--- config.mk ---
export PLATFORM = sky130hd
export DESIGN_NAME = vic_top
export DESIGN_NICKNAME = d
export VERILOG_FILES = /design/src/rtl/vic_pkg.sv /design/src/rtl/vic_node_regs.sv /design/src/rtl/vic_arbiter.sv /design/src/rtl/vic_nest_stack.sv /design/src/rtl/vic_top.sv
export SDC_FILE = /design/constraint.sdc
export NUM_CORES = 1
export LEC_CHECK = 0
export BUFFER_PORTS_ARGS = -buffer_cell sky130_fd_sc_hd__buf_2
export CAP_MARGIN = 20
export CELL_PAD_IN_SITES_DETAIL_PLACEMENT = 1
export CELL_PAD_IN_SITES_GLOBAL_PLACEMENT = 2
export CORE_UTILIZATION = 40
export CTS_BUF_LIST = sky130_fd_sc_hd__clkbuf_2
export DETAILED_ROUTE_END_ITERATION = 6
export GPL_ROUTABILITY_DRIVEN = 1
export GPL_TIMING_DRIVEN = 0
export PLACE_DENSITY = 0.75
export SLEW_MARGIN = 20
export SYNTH_ARGS = -nofsm -noshare
export SYNTH_HDL_FRONTEND = slang
export SYNTH_SLANG_ARGS = --single-unit
--- constraint.sdc ---
create_clock -name clk -period 16.3 [get_ports clk]
set_input_delay 2.445 -clock clk [delete_from_list [all_inputs] [get_ports clk]]
set_output_delay 2.445 -clock clk [all_outputs]
set_load 0.1 [all_outputs]
--- src/rtl/vic_pkg.sv ---
package vic_pkg;
  localparam int PRIO_W = 4;
  localparam int CTRL_W = PRIO_W + 2;

  typedef logic [PRIO_W-1:0] prio_t;

  typedef struct packed {
    logic  pend;
    logic  ena;
    prio_t prio;
  } node_ctrl_t;
endpackage

--- src/rtl/vic_node_regs.sv ---
module vic_node_regs import vic_pkg::*; #(
  parameter int NODES = 8,
  localparam int IDX_W = (NODES > 1) ? $clog2(NODES) : 1
) (
  input  logic                    clk,
  input  logic                    rst_n,
  input  logic [NODES-1:0]        hw_req,
  input  logic                    wr_en,
  input  logic [IDX_W-1:0]        wr_idx,
  input  node_ctrl_t              wr_word,
  input  logic                    clr_en,
  input  logic [IDX_W-1:0]        clr_idx,
  output node_ctrl_t [NODES-1:0]  ctrl
);

  for (genvar g = 0; g < NODES; g++) begin : g_node
    node_ctrl_t ctrl_q;
    node_ctrl_t ctrl_d;
    logic       wr_hit;
    logic       clr_hit;
    logic       upd;

    assign wr_hit  = wr_en  && (wr_idx  == IDX_W'(g));
    assign clr_hit = clr_en && (clr_idx == IDX_W'(g));
    assign upd     = hw_req[g] | wr_hit | clr_hit;

    // Precedence, lowest first: acknowledge clear, register write, hardware set.
    always_comb begin
      ctrl_d = ctrl_q;
      if (clr_hit)   ctrl_d.pend = 1'b0;
      if (wr_hit)    ctrl_d      = wr_word;
      if (hw_req[g]) ctrl_d.pend = 1'b1;
    end

    always_ff @(posedge clk or negedge rst_n) begin
      if (!rst_n)   ctrl_q <= '0;
      else if (upd) ctrl_q <= ctrl_d;
    end

    assign ctrl[g] = ctrl_q;

    assert_hw_set_wins_R3: assert property (@(posedge clk) disable iff (!rst_n)
      hw_req[g] |=> ctrl[g].pend);

    assert_ack_clears_R7: assert property (@(posedge clk) disable iff (!rst_n)
      (clr_en && clr_idx == IDX_W'(g) && !hw_req[g] && !(wr_en && wr_idx == IDX_W'(g)))
      |=> !ctrl[g].pend);
  end

endmodule

--- src/rtl/vic_arbiter.sv ---
module vic_arbiter import vic_pkg::*; #(
  parameter int NODES = 8,
  localparam int IDX_W = (NODES > 1) ? $clog2(NODES) : 1
) (
  input  node_ctrl_t [NODES-1:0] ctrl,
  input  prio_t                  cur_level,
  output logic                   win_valid,
  output logic [IDX_W-1:0]       win_idx,
  output prio_t                  win_prio
);

  logic [NODES-1:0] cand;

  for (genvar g = 0; g < NODES; g++) begin : g_cand
    assign cand[g] = ctrl[g].pend && ctrl[g].ena && (ctrl[g].prio > cur_level);
  end

  // Strict '>' keeps the earliest (lowest) index on ties.
  always_comb begin
    win_valid = 1'b0;
    win_idx   = '0;
    win_prio  = '0;
    for (int i = 0; i < NODES; i++) begin
      if (cand[i] && (!win_valid || ctrl[i].prio > win_prio)) begin
        win_valid = 1'b1;
        win_idx   = IDX_W'(i);
        win_prio  = ctrl[i].prio;
      end
    end
  end

endmodule

--- src/rtl/vic_nest_stack.sv ---
module vic_nest_stack import vic_pkg::*; #(
  localparam int DEPTH = (1 << PRIO_W) - 1,
  localparam int PTR_W = $clog2(DEPTH + 1)
) (
  input  logic  clk,
  input  logic  rst_n,
  input  logic  push,
  input  prio_t push_level,
  input  logic  pop,
  output prio_t level
);

  prio_t             mem_q [DEPTH];
  logic  [PTR_W-1:0] ptr_q;
  logic  [PTR_W-1:0] ptr_d;
  logic  [PTR_W-1:0] top_idx;
  logic              pop_ok;

  assign pop_ok  = pop && !push && (ptr_q != '0);
  assign top_idx = ptr_q - 1'b1;
  assign level   = (ptr_q == '0) ? '0 : mem_q[top_idx];

  always_comb begin
    ptr_d = ptr_q;
    if (push)        ptr_d = ptr_q + 1'b1;
    else if (pop_ok) ptr_d = ptr_q - 1'b1;
  end

  always_ff @(posedge clk or negedge rst_n) begin
    if (!rst_n)                    ptr_q <= '0;
    else if (push || pop_ok)       ptr_q <= ptr_d;
  end

  always_ff @(posedge clk or negedge rst_n) begin
    if (!rst_n) begin
      for (int i = 0; i < DEPTH; i++) mem_q[i] <= '0;
    end else if (push) begin
      mem_q[ptr_q] <= push_level;
    end
  end

  assert_no_overflow_R11: assert property (@(posedge clk) disable iff (!rst_n)
    push |-> (ptr_q < PTR_W'(DEPTH)));

  assert_push_rises_R11: assert property (@(posedge clk) disable iff (!rst_n)
    push |-> (push_level > level));

  assert_pop_unwinds_R9: assert property (@(posedge clk) disable iff (!rst_n)
    (pop && !push && ptr_q != '0) |=> (ptr_q == $past(ptr_q) - 1'b1));

endmodule

--- src/rtl/vic_top.sv ---
module vic_top import vic_pkg::*; #(
  parameter int NODES = 8,
  localparam int IDX_W = (NODES > 1) ? $clog2(NODES) : 1
) (
  input  logic              clk,
  input  logic              rst_n,
  input  logic [NODES-1:0]  hw_req,
  input  logic              reg_wr,
  input  logic [IDX_W-1:0]  reg_addr,
  input  logic [CTRL_W-1:0] reg_wdata,
  output logic [CTRL_W-1:0] reg_rdata,
  output logic              irq_valid,
  output logic [IDX_W-1:0]  irq_vector,
  output logic [PRIO_W-1:0] irq_level,
  input  logic              irq_ack,
  input  logic              irq_return,
  output logic [PRIO_W-1:0] run_level
);

  node_ctrl_t [NODES-1:0] ctrl;
  logic                   accept;
  prio_t                  cur_level;

  assign accept = irq_ack && irq_valid;

  vic_node_regs #(.NODES(NODES)) u_regs (
    .clk     (clk),
    .rst_n   (rst_n),
    .hw_req  (hw_req),
    .wr_en   (reg_wr),
    .wr_idx  (reg_addr),
    .wr_word (node_ctrl_t'(reg_wdata)),
    .clr_en  (accept),
    .clr_idx (irq_vector),
    .ctrl    (ctrl)
  );

  vic_arbiter #(.NODES(NODES)) u_arb (
    .ctrl      (ctrl),
    .cur_level (cur_level),
    .win_valid (irq_valid),
    .win_idx   (irq_vector),
    .win_prio  (irq_level)
  );

  vic_nest_stack u_stack (
    .clk        (clk),
    .rst_n      (rst_n),
    .push       (accept),
    .push_level (irq_level),
    .pop        (irq_return),
    .level      (cur_level)
  );

  assign run_level = cur_level;
  assign reg_rdata = CTRL_W'(ctrl[reg_addr]);

  assert_beats_level_R5: assert property (@(posedge clk) disable iff (!rst_n)
    irq_valid |-> (irq_level > run_level));

  assert_never_zero_R10: assert property (@(posedge clk) disable iff (!rst_n)
    irq_valid |-> (irq_level != '0));

  assert_ack_raises_level_R7: assert property (@(posedge clk) disable iff (!rst_n)
    accept |=> (run_level == $past(irq_level)));

  assert_idle_ack_ignored_R8: assert property (@(posedge clk) disable iff (!rst_n)
    (irq_ack && !irq_valid && !irq_return) |=> (run_level == $past(run_level)));

endmodule

==> results of run 1 <==
[registers in the layout, indices dropped and copies added, names as in the netlist]
| name | count |
|---|---|
| u_regs.ctrl | 48 |
| u_stack.mem_q | 60 |
| u_stack.ptr_q | 4 |
[logic make-up after synthesis]
kind of cell	after synthesis	synth area share, %
multiplexers	130	23.8
AO/OA/AOI/OAI	144	14.8
AND/OR/NAND/NOR	136	9.66
XOR/XNOR	5	0.591
flip-flops	112	37.8
adder cells (fa/ha/maj)	65	11.0
buffers and inverters	41	2.33
[per-layer routing]
layer	share of wire (%)	routed length, um
met5	0	0
met4	2.2	526
met3	3.1	730
met2	52	12400
met1	43	10100
[placed cells by master, fill, tap and decap left out, types with 6 or more instances in the layout]
cell / count
sky130_fd_sc_hd__a21o_1: 9
sky130_fd_sc_hd__a21oi_1: 22
sky130_fd_sc_hd__a21oi_2: 6
sky130_fd_sc_hd__buf_12: 10
sky130_fd_sc_hd__buf_2: 28
sky130_fd_sc_hd__buf_4: 68
sky130_fd_sc_hd__buf_6: 10
sky130_fd_sc_hd__clkbuf_1: 11
sky130_fd_sc_hd__clkbuf_2: 9
sky130_fd_sc_hd__dfrtp_1: 110
sky130_fd_sc_hd__ha_1: 54
sky130_fd_sc_hd__ha_4: 9
sky130_fd_sc_hd__inv_1: 17
sky130_fd_sc_hd__mux2_2: 101
sky130_fd_sc_hd__mux4_2: 27
sky130_fd_sc_hd__nand2_1: 30
sky130_fd_sc_hd__nand3_1: 23
sky130_fd_sc_hd__nand4_1: 17
sky130_fd_sc_hd__nor2_1: 15
sky130_fd_sc_hd__nor2b_1: 13
sky130_fd_sc_hd__o211ai_1: 12
sky130_fd_sc_hd__o21a_1: 9
sky130_fd_sc_hd__o21ai_0: 17
[cell type report]
cell class                 count  area [um2]  share of cell area, %
sequential                   112        2810                   30.1
clock inverter                 7        80.1                  0.860
timing repair buffer         113         946                   10.2
multi-input combinational    480        4940                   53.1
inverter                      20        82.6                  0.887
antenna                        1        2.50                 0.0269
buffer                        17         116                   1.25
clock buffer                   9        45.0                  0.484
tap                          229         287                   3.08
[worst max-delay path, delay by kind of cell, from the launching register on]
family	cells	cell delay (ps)
buffers and inverters	11	1420
AO/OA/AOI/OAI	34	6530
adder cells (fa/ha/maj)	9	2360
AND/OR/NAND/NOR	11	1360
multiplexers	2	890
flip-flops	1	470
[how the worst max path moves through the flow]
stage | endpoint | cells past startpoint | slack (ps)
after detailed placement | irq_level[3] | 64 | -3480
after floorplan | irq_level[2] | 63 | 80
after global routing | irq_level[1] | 65 | -360
after global placement | irq_level[3] | 65 | -3700
final | irq_level[1] | 67 | 170
after CTS | irq_level[1] | 64 | 20
[timing repair]
| item | 4_1_cts | 5_1_grt |
|---|---|---|
| setup endpoints to repair | 74 | 7 |
| pin swaps | 27 | 41 |
| resized for setup | 73 | 77 |
| buffers inserted | 38 | 37 |
[stage by stage]
stage,std cells,worst slack (ps),utilization (%)
2_1_floorplan,633,79.8,-
3_3_place_gp,898,-3700,43.6
3_5_place_dp,900,-3480,43.8
4_1_cts,952,22.9,47.8
5_1_grt,987,-359,51.4
6_report,988,172,51.5
==> metrics list, run 1 <==
- Run status: finished with violations
* Failing checks: DRC
* Endpoint with the worst hold slack: u_stack.mem_q[43]
- Routability-driven placement finished with a final weighted congestion of 0.819.
- Number of placement rows: 49
* Routed WL: 23800 um
- Yosys reg bits: 112
* Number of sinks handled by clock tree synthesis: 112
* Placed cell area: 0.00793 mm2
- Total DRC errors in the routed layout: 20
* Wire length of the first global-routing pass: 37400 um
- Entering global routing, the biggest net connects between 70 and 80 pins.
* Cell depth of the worst flop-to-flop path: 70
* Number of different library cells in the post-synthesis netlist: 58
- Most area-consuming cells after synthesis: sky130_fd_sc_hd__dfrtp_1, sky130_fd_sc_hd__mux2_2, sky130_fd_sc_hd__ha_1
- Number of max-cap violations: 0
* Fmax achieved: just over 60 MHz
- Worst skew pair latency: 640 ps
- On the worst path, the slowest cell contributes a delay of 540 ps.
- Most frequently used cell type in the post-synthesis netlist: sky130_fd_sc_hd__dfrtp_1
* Arrival time at the worst endpoint: 13680 ps
* Endpoints failing setup: 0
- Along the worst path, the maximum fanout reaches 8.
* Share of the yosys chip area belonging to registers: 37.8%
- Once detail routing completed, the nets flagged for antenna violations numbered 0.
* Yosys top cell area share: 37.8%
- The max-slew violation count was 0.
* RSZ-0062 raised after global routing: true
- Number of buffers added to fix hold violations after cts: 0
- Detail-routed net length per standard cell: 24.1 um
* Worst hold slack after final layout: approximately 540 ps
- By count the netlist is led by sky130_fd_sc_hd__dfrtp_1, sky130_fd_sc_hd__mux2_2, sky130_fd_sc_hd__ha_1, sky130_fd_sc_hd__nand2_1, sky130_fd_sc_hd__a21oi_1.
- The routed layout has about 6000 vias.
* Syn Std Cell Area: about 0.0074 mm2
- The number of clock buffers added by TritonCTS is 9.
- Fraction of registers with async set or reset after synthesis: 100%
- Number of synthesized flops with an enable pin: 0
* Detailed placement HPWL: between 15000 and 20000 um
* Hold path startpoint: u_stack.mem_q[43]
- Worst clock skew on the final layout: 43.2 ps
- The worst pin sits at a relative slew slack of approximately 34%.
- The die covers 0.0191 mm2.
* Start of the worst register-to-register path: u_stack.ptr_q[0]
- Final hold vios: 0
* Pre-Repair DR Iteration Count: 7
- Number of buffers on the longest clock path: 2
- At the worst endpoint, the required time is 13860 ps.
- After technology mapping, the gate count stands at 633.
- The slowest stage of the critical path is the sky130_fd_sc_hd__mux4_2 cell.
- CTS clk-pin slew, worst paths: 310 ps
* Minimum clock period: 16130 ps
* Global routing usage summed across all routing layers: 25.7%
- At the pin with the least slew margin, the transition time is 984 ps.
- In the global route stage, met1 resource usage came out at 31.7%.
* Post-synthesis cell type with the largest combined area: sky130_fd_sc_hd__dfrtp_1
- Setup slack of the most critical reg-to-reg path: 2330 ps
* Crit Path Class: reg2out
- STA classifies the critical path startpoint as a register.
* Number of antenna violations at the first check in global routing: 0
- The cell sitting at the root of the clock tree is a sky130_fd_sc_hd__clkbuf_2.
* Setup Total Neg Slack: 0 ps
* Count of cells along the worst hold path: 1
- In the global route stage, met2 resource usage came out at 46.1%.
- Growth of design area from synthesis to finish: 25.6%
* Yosys synthesis warning count: 0
* Number of filler instances in the final layout: 1885
* Via count of the first global-routing pass: between 6000 and 7000
- Capture instance of the worst register-to-register path: u_regs.ctrl[11]
- Horiz. Die Dim: 138 um
* Die Ht: approximately 140 um
- I/O pin count: 40
- Share of final-layout standard cells stronger than drive strength 1: 45.1%
* Critical Path Sink Type: output port
- Grt ovf: 0
- In this run the most used layer during global routing was met2.
* First DRT Iteration DRCs: ~290
- Total number of nets in the final design: 840
* Mean cell area of the mapped netlist: 11.7 um2
- The H-tree was split into 3 levels.
- The initial utilization of the core area, before any placement, comes to between 40 and 50%.
- During placement, the flow inserted port buffers numbering 36.
- In the global route stage, met3 resource usage came out at ~3.7%.
- In this run the worst setup path begins at u_stack.ptr_q[0].
* Class of the most critical hold timing path: reg2reg
* Vias per cell: 6.04
- Post-synth net total: between 700 and 800
- TritonCTS clock tree: yes
- After layout, the worst path uses 98.9% of the clock period.
* Layout Cell Area excl Fill: 0.00931 mm2
* Critical Path Most Common Cell: sky130_fd_sc_hd__o21a_1
* Ys flop type: sky130_fd_sc_hd__dfrtp_1
* Core area: 0.0181 mm2
Power of run 1 is not shown: default switching activity piles up to over one toggle a cycle in this logic, so the estimate is an artifact.
==> inputs of run 2 (changes only) <==
--- a/config.mk
+++ b/config.mk
@@ -5,11 +5,12 @@
 export SDC_FILE = /design/constraint.sdc
 export NUM_CORES = 1
 export LEC_CHECK = 0
+export ABC_AREA = 1
 export BUFFER_PORTS_ARGS = -buffer_cell sky130_fd_sc_hd__buf_2
 export CAP_MARGIN = 20
 export CELL_PAD_IN_SITES_DETAIL_PLACEMENT = 1
 export CELL_PAD_IN_SITES_GLOBAL_PLACEMENT = 2
-export CORE_UTILIZATION = 40
+export CORE_UTILIZATION = 34
 export CTS_BUF_LIST = sky130_fd_sc_hd__clkbuf_2
 export DETAILED_ROUTE_END_ITERATION = 6
 export GPL_ROUTABILITY_DRIVEN = 1
==> metrics list, run 2 <==
- The run finished with clean final reports.
- The clock input transition at the sequential cells of the worst setup and hold paths was 380 ps (+70 ps).
* Fmax achieved: 66.5 MHz (+7.3%)
- The remaining max-slew budget at the tightest pin is 54.6% (+21 points).
- The max-capacitance violation count was 0 (unchanged).
- Yosys reg bits: 112 (unchanged)
- TritonCTS clock tree: yes
- The minimum clock period was 15030 ps (-1100 ps).
- The initial cell density of the core came to 34.7% (-6.2 points).
- The top fanout value on the critical path was 12 (+4).
* Most frequent cells in the layout: sky130_fd_sc_hd__nand2_1, sky130_fd_sc_hd__dfrtp_1, sky130_fd_sc_hd__inv_1
* Share of the yosys chip area belonging to registers: 35.5% (-2.3 points)
* Most frequently used cell type in the post-synthesis netlist: sky130_fd_sc_hd__nand2_1
- The most numerous cell type found on the critical path is sky130_fd_sc_hd__nand2_1.
- STA classifies the critical path endpoint as an output port.
* Class of the most critical hold timing path: reg2reg
- The share of the synthesized area in the top cell type was 35.5% (-2.3 points).
- Number of synthesized flops with an enable pin: 0 (unchanged)
- The clock tree buffer depth is 2 (unchanged).
* Number of antenna violations at the first check in global routing: 1 (+1)
- Grt ovf: 0 (unchanged)
- Via count of the first global-routing pass: 7762 (+21%)
- The area occupied by multi-input gates is 0.00455 mm2 (-8.0%).
- In this run the critical register-to-register path is launched from u_stack.ptr_q[0].
- Ranked by total cell area, the synthesized netlist is headed by sky130_fd_sc_hd__dfrtp_1, sky130_fd_sc_hd__nand2_1, sky130_fd_sc_hd__ha_1.
* Leading cell types by count after synthesis: sky130_fd_sc_hd__nand2_1, sky130_fd_sc_hd__dfrtp_1, sky130_fd_sc_hd__inv_1, sky130_fd_sc_hd__nand3_1, sky130_fd_sc_hd__o21ai_0
- The required time of the critical path came to 13860 ps (about the same).
- Horiz. Die Dim: 154 um (+12%)
- Number of nets still failing antenna checks after routing: 0 (unchanged)
* Global routing usage summed across all routing layers: 25.3% (-0.42 points)
- Post-synthesis cell type with the largest combined area: sky130_fd_sc_hd__dfrtp_1
- RSZ-0062 raised after global routing: false
- The startpoint identified for the worst hold timing path is u_stack.mem_q[43].
* Number of different library cells in the post-synthesis netlist: 53 (-8.6%)
- Die Ht: 154 um (+12%)
- Crit Path Class: reg2out
- Fraction of registers with async set or reset after synthesis: 100% (unchanged)
- Syn Std Cell Area: 0.00789 mm2 (+6.5%)
- The number of standard-cell rows in the floorplan was 55 (+12%).
* Synthesized instance count: 1079 (+70%)
* Number of sinks handled by clock tree synthesis: 112 (unchanged)
- The global placer's final weighted congestion was 0.929 (+14%).
- Total number of nets in the final design: 1225 (+46%)
* Total DRC errors in the routed layout: 0 (-100%)
- The max-slew violation count came to 0 (unchanged).
- Share of final-layout standard cells stronger than drive strength 1: 14.3% (-31 points)
- The first-pass iteration count of the detailed router was 5 (-2).
- Detail-routed net length per standard cell: 20.0 um (-17%)
- The most critical setup path has its startpoint at u_stack.ptr_q[0].
- The flip-flop count of the largest register after layout was 60 (unchanged).
- Via count of the routed design: 7400 (+24%)
* Final core area utilization: 38.8% (-13 points)
* Flip-flop and latch area: 0.00280 mm2 (about the same)
* Combined buffer and inverter count along the critical path: 17 (+6)
* Worst clock skew on the final layout: 66.0 ps (+22.8 ps)
* Gate family responsible for the most delay along the worst path: simple AND/OR/NAND/NOR gates
- The global-route wire length before repair came to 45100 um (+21%).
* Final hold vios: 0 (unchanged)
- I/O pin count: 40 (unchanged)
* Endpoints failing setup: 0 (unchanged)
- The pin slew with the least headroom to its limit is 678 ps (-306 ps).
* Commonest non-fill, non-tap cell in the layout: sky130_fd_sc_hd__nand2_1
* Share of the clock period used by the worst path after layout: 92.2% (-6.7 points)
- Critical Path Slowest Stage Cell: sky130_fd_sc_hd__dfrtp_2
- The detailed-route vias per instance is 5.17 (-14%).
- Detailed placement HPWL: 21900 um (+27%)
- The routed wire length came to 28600 um (+20%).
- Among all flip-flop cells after synthesis, the most frequent one is sky130_fd_sc_hd__dfrtp_1.
- More flip-flops sit in one register than any other, and that register is u_stack.mem_q.
- Post-synth net total: 1166 (+62%)
- Worst skew pair latency: 710 ps (+70 ps)
* Number of filler instances in the final layout: 2892 (+53%)
- The standard cell core area was 0.0227 mm2 (+26%).
* Arrival time at the worst endpoint: 12580 ps (-1100 ps)
- First DRT Iteration DRCs: 346 (+20%)
- Root buffer cell: sky130_fd_sc_hd__clkbuf_2
- The synthesized area per cell was 7.31 um2 (-38%).
- The pin count of the biggest net entering global routing came to 72 (-5.3%).
- The H-tree depth was 3 (unchanged).
- The biggest cell delay along the critical path is 490 ps (-50 ps).
* Overall die area: 0.0238 mm2 (+25%)
- The total of buffers placed on input and output ports is 38 (+5.6%).
* Yosys synthesis warning count: 0 (unchanged)
* Kind of start point of the critical path: register
* Growth of design area from synthesis to finish: 11.7%
* Clock buffers created by TritonCTS: 9 (unchanged)
-- run 2: cell count changes after synthesis, sizes merged, moves of 12 or more --
cell	previous run	this run
a21oi	33	45
o21ai	27	80
nor2b	18	0
nand2	35	359
inv	20	128
nand3	24	111
and2	1	16
nor2	18	65
mux2	101	0
nand4	18	5
mux4	27	0
-- run 2: cell type report --
type	instances	area share [%]
diodes	2	0.0568
plain buffers	25	1.82
clock buffers	9	0.511
clock inverters	7	0.838
inverters	131	5.71
multi-input cells	810	51.6
flip-flops and latches	112	31.8
well taps	285	4.05
repair buffers	49	3.59
-- run 2: cells by family (layout without fill, tap and decap cells) --
| group | Yosys count | count (layout) | synth area share, % |
|---|---|---|---|
| simple gates | 566 | 566 | 32.4 |
| compound gates | 174 | 174 | 13.1 |
| buf+inv | 157 | 221 | 8.14 |
| flops | 112 | 112 | 35.5 |
| fa+ha+maj | 65 | 65 | 10.3 |
| xor+xnor | 5 | 5 | 0.555 |
| other cells | 0 | 2 | 0 |
-- run 2: stage by stage --
stage	worst slack [ps]	std cells	cell area [um2]	hold WS, ps	TNS [ps]
after floorplan	883	1079	7890	444	0
after global placement	-389	1402	8440	460	-1990
after detailed placement	-164	1404	8500	463	-616
after CTS	33.9	1420	8660	532	0
after global routing	7.91	1429	8810	545	0
final	1270	1430	8810	530	0
-- run 2: repair_timing --
item                       in CTS  in global routing
resized for setup              15                 25
buffers inserted                0                  9
pin swaps                       1                  3
setup endpoints to repair       7                  7
hold buffers                    0                  0
-- run 2: worst register-to-register path, delay by kind of cell, from the launching register on --
kind | cells | cell delay (ps)
AO/OA/AOI/OAI | 19 | 2460
adder cells (fa/ha/maj) | 9 | 2610
buffers and inverters | 17 | 1970
flip-flops | 1 | 490
AND/OR/NAND/NOR | 44 | 4480
-- run 2: path summary, 6_finish.rpt --
path                       depth (start not counted)  slack, ps                end
max reg2reg                                       89       4290  u_stack.mem_q[54]
min reg2reg                                        2        530  u_stack.mem_q[43]
max                                               88       1270       irq_level[0]
min                                                2        530  u_stack.mem_q[43]
max in group asynchronous                          2      13960    u_regs.ctrl[43]
min in group asynchronous                          1       1600  u_stack.mem_q[45]
-- run 2: routing by layer --
metal  GRT usage, %  routed length, um  vias to the layer above
li1               -                  -                     3650
met4           8.72                670                        0
met5              0                  0                        -
met2           44.0              14100                      119
met1           32.2              13100                     3596
met3           3.25                671                       35
Power of run 2 is left out for the same reason.
==> inputs of run 3 (changes only) <==
==> constraint.sdc (replaced) <==
create_clock -name clk -period 13.5 [get_ports clk]
set_input_delay 2.025 -clock clk [delete_from_list [all_inputs] [get_ports clk]]
set_output_delay 2.025 -clock clk [all_outputs]
set_load 0.1 [all_outputs]
==> metrics list, run 3 (synthesis gave the netlist of run 2 again) <==
- The final hold violation count is 0 (unchanged).
- The worst setup path is of the reg2out kind.
* Number of antenna violations at the first check in global routing: 1 (unchanged)
- The die width was 154 um (unchanged).
- Kind of start point of the critical path: register
- Counting I/O delays and the setup requirement, the final critical path takes between 10000 and 15000 ps.
- Max H-tree Level: 3 (unchanged)
- The required time of the critical path was 11480 ps (-2380 ps).
* Global routing usage summed across all routing layers: 27.2% (+1.9 points)
- Clock buffers created by TritonCTS: 9 (unchanged)
* CTS clk-pin slew, worst paths: 360 ps (-20 ps)
* Detailed placement HPWL: 22000 um (+0.44%)
- The global-route track usage on met3 is 3.31% (+0.056 points).
- Slew Limit Fails: 0 (unchanged)
* First DRT Iteration DRCs: 359 (+3.8%)
- The number of fillers in the final layout is 2770 (-4.2%).
- The clock latency reported for the late side of the worst-skew pair was 690 ps (-20 ps).
- Pre-Repair DR Iteration Count: 5 (unchanged)
- Number of placement rows: 55 (unchanged)
- The via count of the first global-routing pass was 8226 (+6.0%).
- The die outline height came to 154 um (unchanged).
- The post-route DRC violation count came to 0 (unchanged).
* Overall die area: 0.0238 mm2 (unchanged)
* Cell depth of the worst flop-to-flop path: 86 (-3.4%)
- Initial cell density of the core: 34.7% (unchanged)
- Routed WL: 31500 um (+10%)
- Number of max-cap violations: 0 (unchanged)
- Commonest non-fill, non-tap cell in the layout: sky130_fd_sc_hd__nand2_1
* Run status: completed
- Wire length of the first global-routing pass: 48300 um (+7.1%)
- Maximum fanout along the worst path: 8 (-4)
* Most frequent cells in the layout: sky130_fd_sc_hd__nand2_1, sky130_fd_sc_hd__dfrtp_1, sky130_fd_sc_hd__inv_1
- The worst hold path begins at u_stack.mem_q[1].
- Critical Path Most Common Cell: sky130_fd_sc_hd__nand2_4
- The worst hold path depth is 2 (unchanged).
* GPL Wtd Cong: 0.894 (-3.8%)
- Number of nets still failing antenna checks after routing: 0 (unchanged)
- RSZ-0062 raised after global routing: true
* Grt ovf: 0 (unchanged)
- The net count of the finished layout was 1286 (+5.0%).
* Number of port buffers: 38 (unchanged)
- u_stack.mem_q holds more flip-flops than any other register.
- I/O pin count: 40 (unchanged)
* Fmax achieved: 74.2 MHz
* Root buffer cell: sky130_fd_sc_hd__clkbuf_2
* Number of buffers added to fix hold violations after cts: 0 (unchanged)
* Number of sinks handled by clock tree synthesis: 112 (unchanged)
* TritonCTS clock tree: yes
- Among all stages on the critical path, the largest delay is contributed by sky130_fd_sc_hd__dfrtp_2.
- Share of the clock period used by the worst path after layout: 99.8%
* CP peak stage delay: 460 ps (-30 ps)
- Via count of the routed design: 7819 (+5.7%)
- The remaining max-slew budget at the tightest pin came to 54.6% (about the same).
- Transition time of the tightest slew-check pin: 678 ps (+0.100 ps)
- The met1 track utilization from global routing was 33.1% (+0.95 points).
- The global routing met2 resource utilization is 48.5% (+4.4 points).
- The tightest min-delay check is of the reg2reg type.
- Gate family responsible for the most delay along the worst path: simple AND/OR/NAND/NOR gates
* Critical Path Sink Type: output port
- Most crowded layer after global routing: met2
* Number of buffers on the longest clock path: 2 (unchanged)
* Detail-routed net length per standard cell: 21.1 um (+5.5%)
- The path with the worst hold slack has its endpoint at u_stack.mem_q[1].
- The share of post-route cells with drive strength above 1 was 30.5% (+16 points).
- The worst register-to-register path ends at u_stack.mem_q[46].
- Layout Cell Area excl Fill: 0.0105 mm2 (+19%)
* Placed cell area: 0.00853 mm2 (+0.34%)
* Worst clock skew on the final layout: 34.5 ps (-31.4 ps)
* Combined buffer and inverter count along the critical path: 22 (+5)
- Endpoints failing setup: 0 (unchanged)
- The reg-to-reg setup timing slack is 2520 ps (-1770 ps).
- Flip-flop count of the largest register after layout: 60 (unchanged)
* Growth of design area from synthesis to finish: 32.7%
- Vias per cell: 5.24 (+1.3%)
* Core area: 0.0227 mm2 (unchanged)
- Start of the worst register-to-register path: u_stack.ptr_q[0]
- Largest net degree at the start of global routing: 58 (-19%)
- The data arrival time of the worst path is 11450 ps (-1130 ps).
-- run 3: cell types whose count changed in the layout (fill, tap and decap cells not counted), moves of 21 or more --
cell,delta
sky130_fd_sc_hd__ha_4,+23
sky130_fd_sc_hd__nand3_1,-21
sky130_fd_sc_hd__ha_1,-26
sky130_fd_sc_hd__nand2_4,+28
sky130_fd_sc_hd__nand2_1,-47
sky130_fd_sc_hd__buf_4,+51
-- run 3: routing by layer --
metal	wire length, um	vias to the layer above	part of all wire (%)
met5	0	-	0
met4	1200	0	3.8
met3	975	60	3.1
met2	15800	140	50
met1	13500	3847	43
li1	-	3772	-
-- run 3: worst max path at each step --
| stage | start | to | slack, ps | depth (start not counted) |
|---|---|---|---|---|
| after floorplan | u_stack.ptr_q[0] | irq_level[1] | 50 | 86 |
| after global placement | u_stack.ptr_q[0] | irq_level[1] | -2160 | 87 |
| after detailed placement | u_stack.ptr_q[0] | irq_level[3] | -2420 | 90 |
| after CTS | u_stack.ptr_q[0] | irq_level[0] | 0.9 | 88 |
| after global routing | u_stack.ptr_q[0] | irq_level[1] | -560 | 87 |
| final | u_stack.ptr_q[0] | irq_level[1] | 30 | 84 |
-- run 3: final cells by class --
cell class	count	area, um2	area share (%)
multi-input combinational	810	5490	52.5
sequential	112	2810	26.8
timing repair buffer	111	896	8.56
inverter	131	546	5.21
tap	285	357	3.41
buffer	24	223	2.13
clock inverter	7	91.3	0.873
clock buffer	9	45.0	0.430
antenna	3	7.51	0.0717
-- run 3: worst min-delay path: stages, from the launching register on --
cell                      delay, ps
sky130_fd_sc_hd__dfrtp_1        430
sky130_fd_sc_hd__nand2_1         50
sky130_fd_sc_hd__nand2_1         50
-- run 3: what timing repair did --
| action | CTS | global route |
|---|---|---|
| pin swaps | 57 | 76 |
| setup endpoints to repair | 74 | 7 |
| setup buffers | 46 | 25 |
| hold endpoints to repair | 0 | 0 |
| resized for setup | 190 | 99 |
| cloned | 1 | 0 |
-- run 3: stage by stage --
step                cells  hold slack (ps)  TNS [ps]  utilization, %  setup slack, ps
finish               1492              528         0            46.1             28.9
global route         1492              545     -3550            46.1             -562
CTS                  1464              535         0            43.2            0.911
detailed placement   1403              469    -33820            37.5            -2420
global placement     1402              457    -17380            37.4            -2160
floorplan            1079              444         0               -             45.9
Power of run 3 is left out for the same reason.
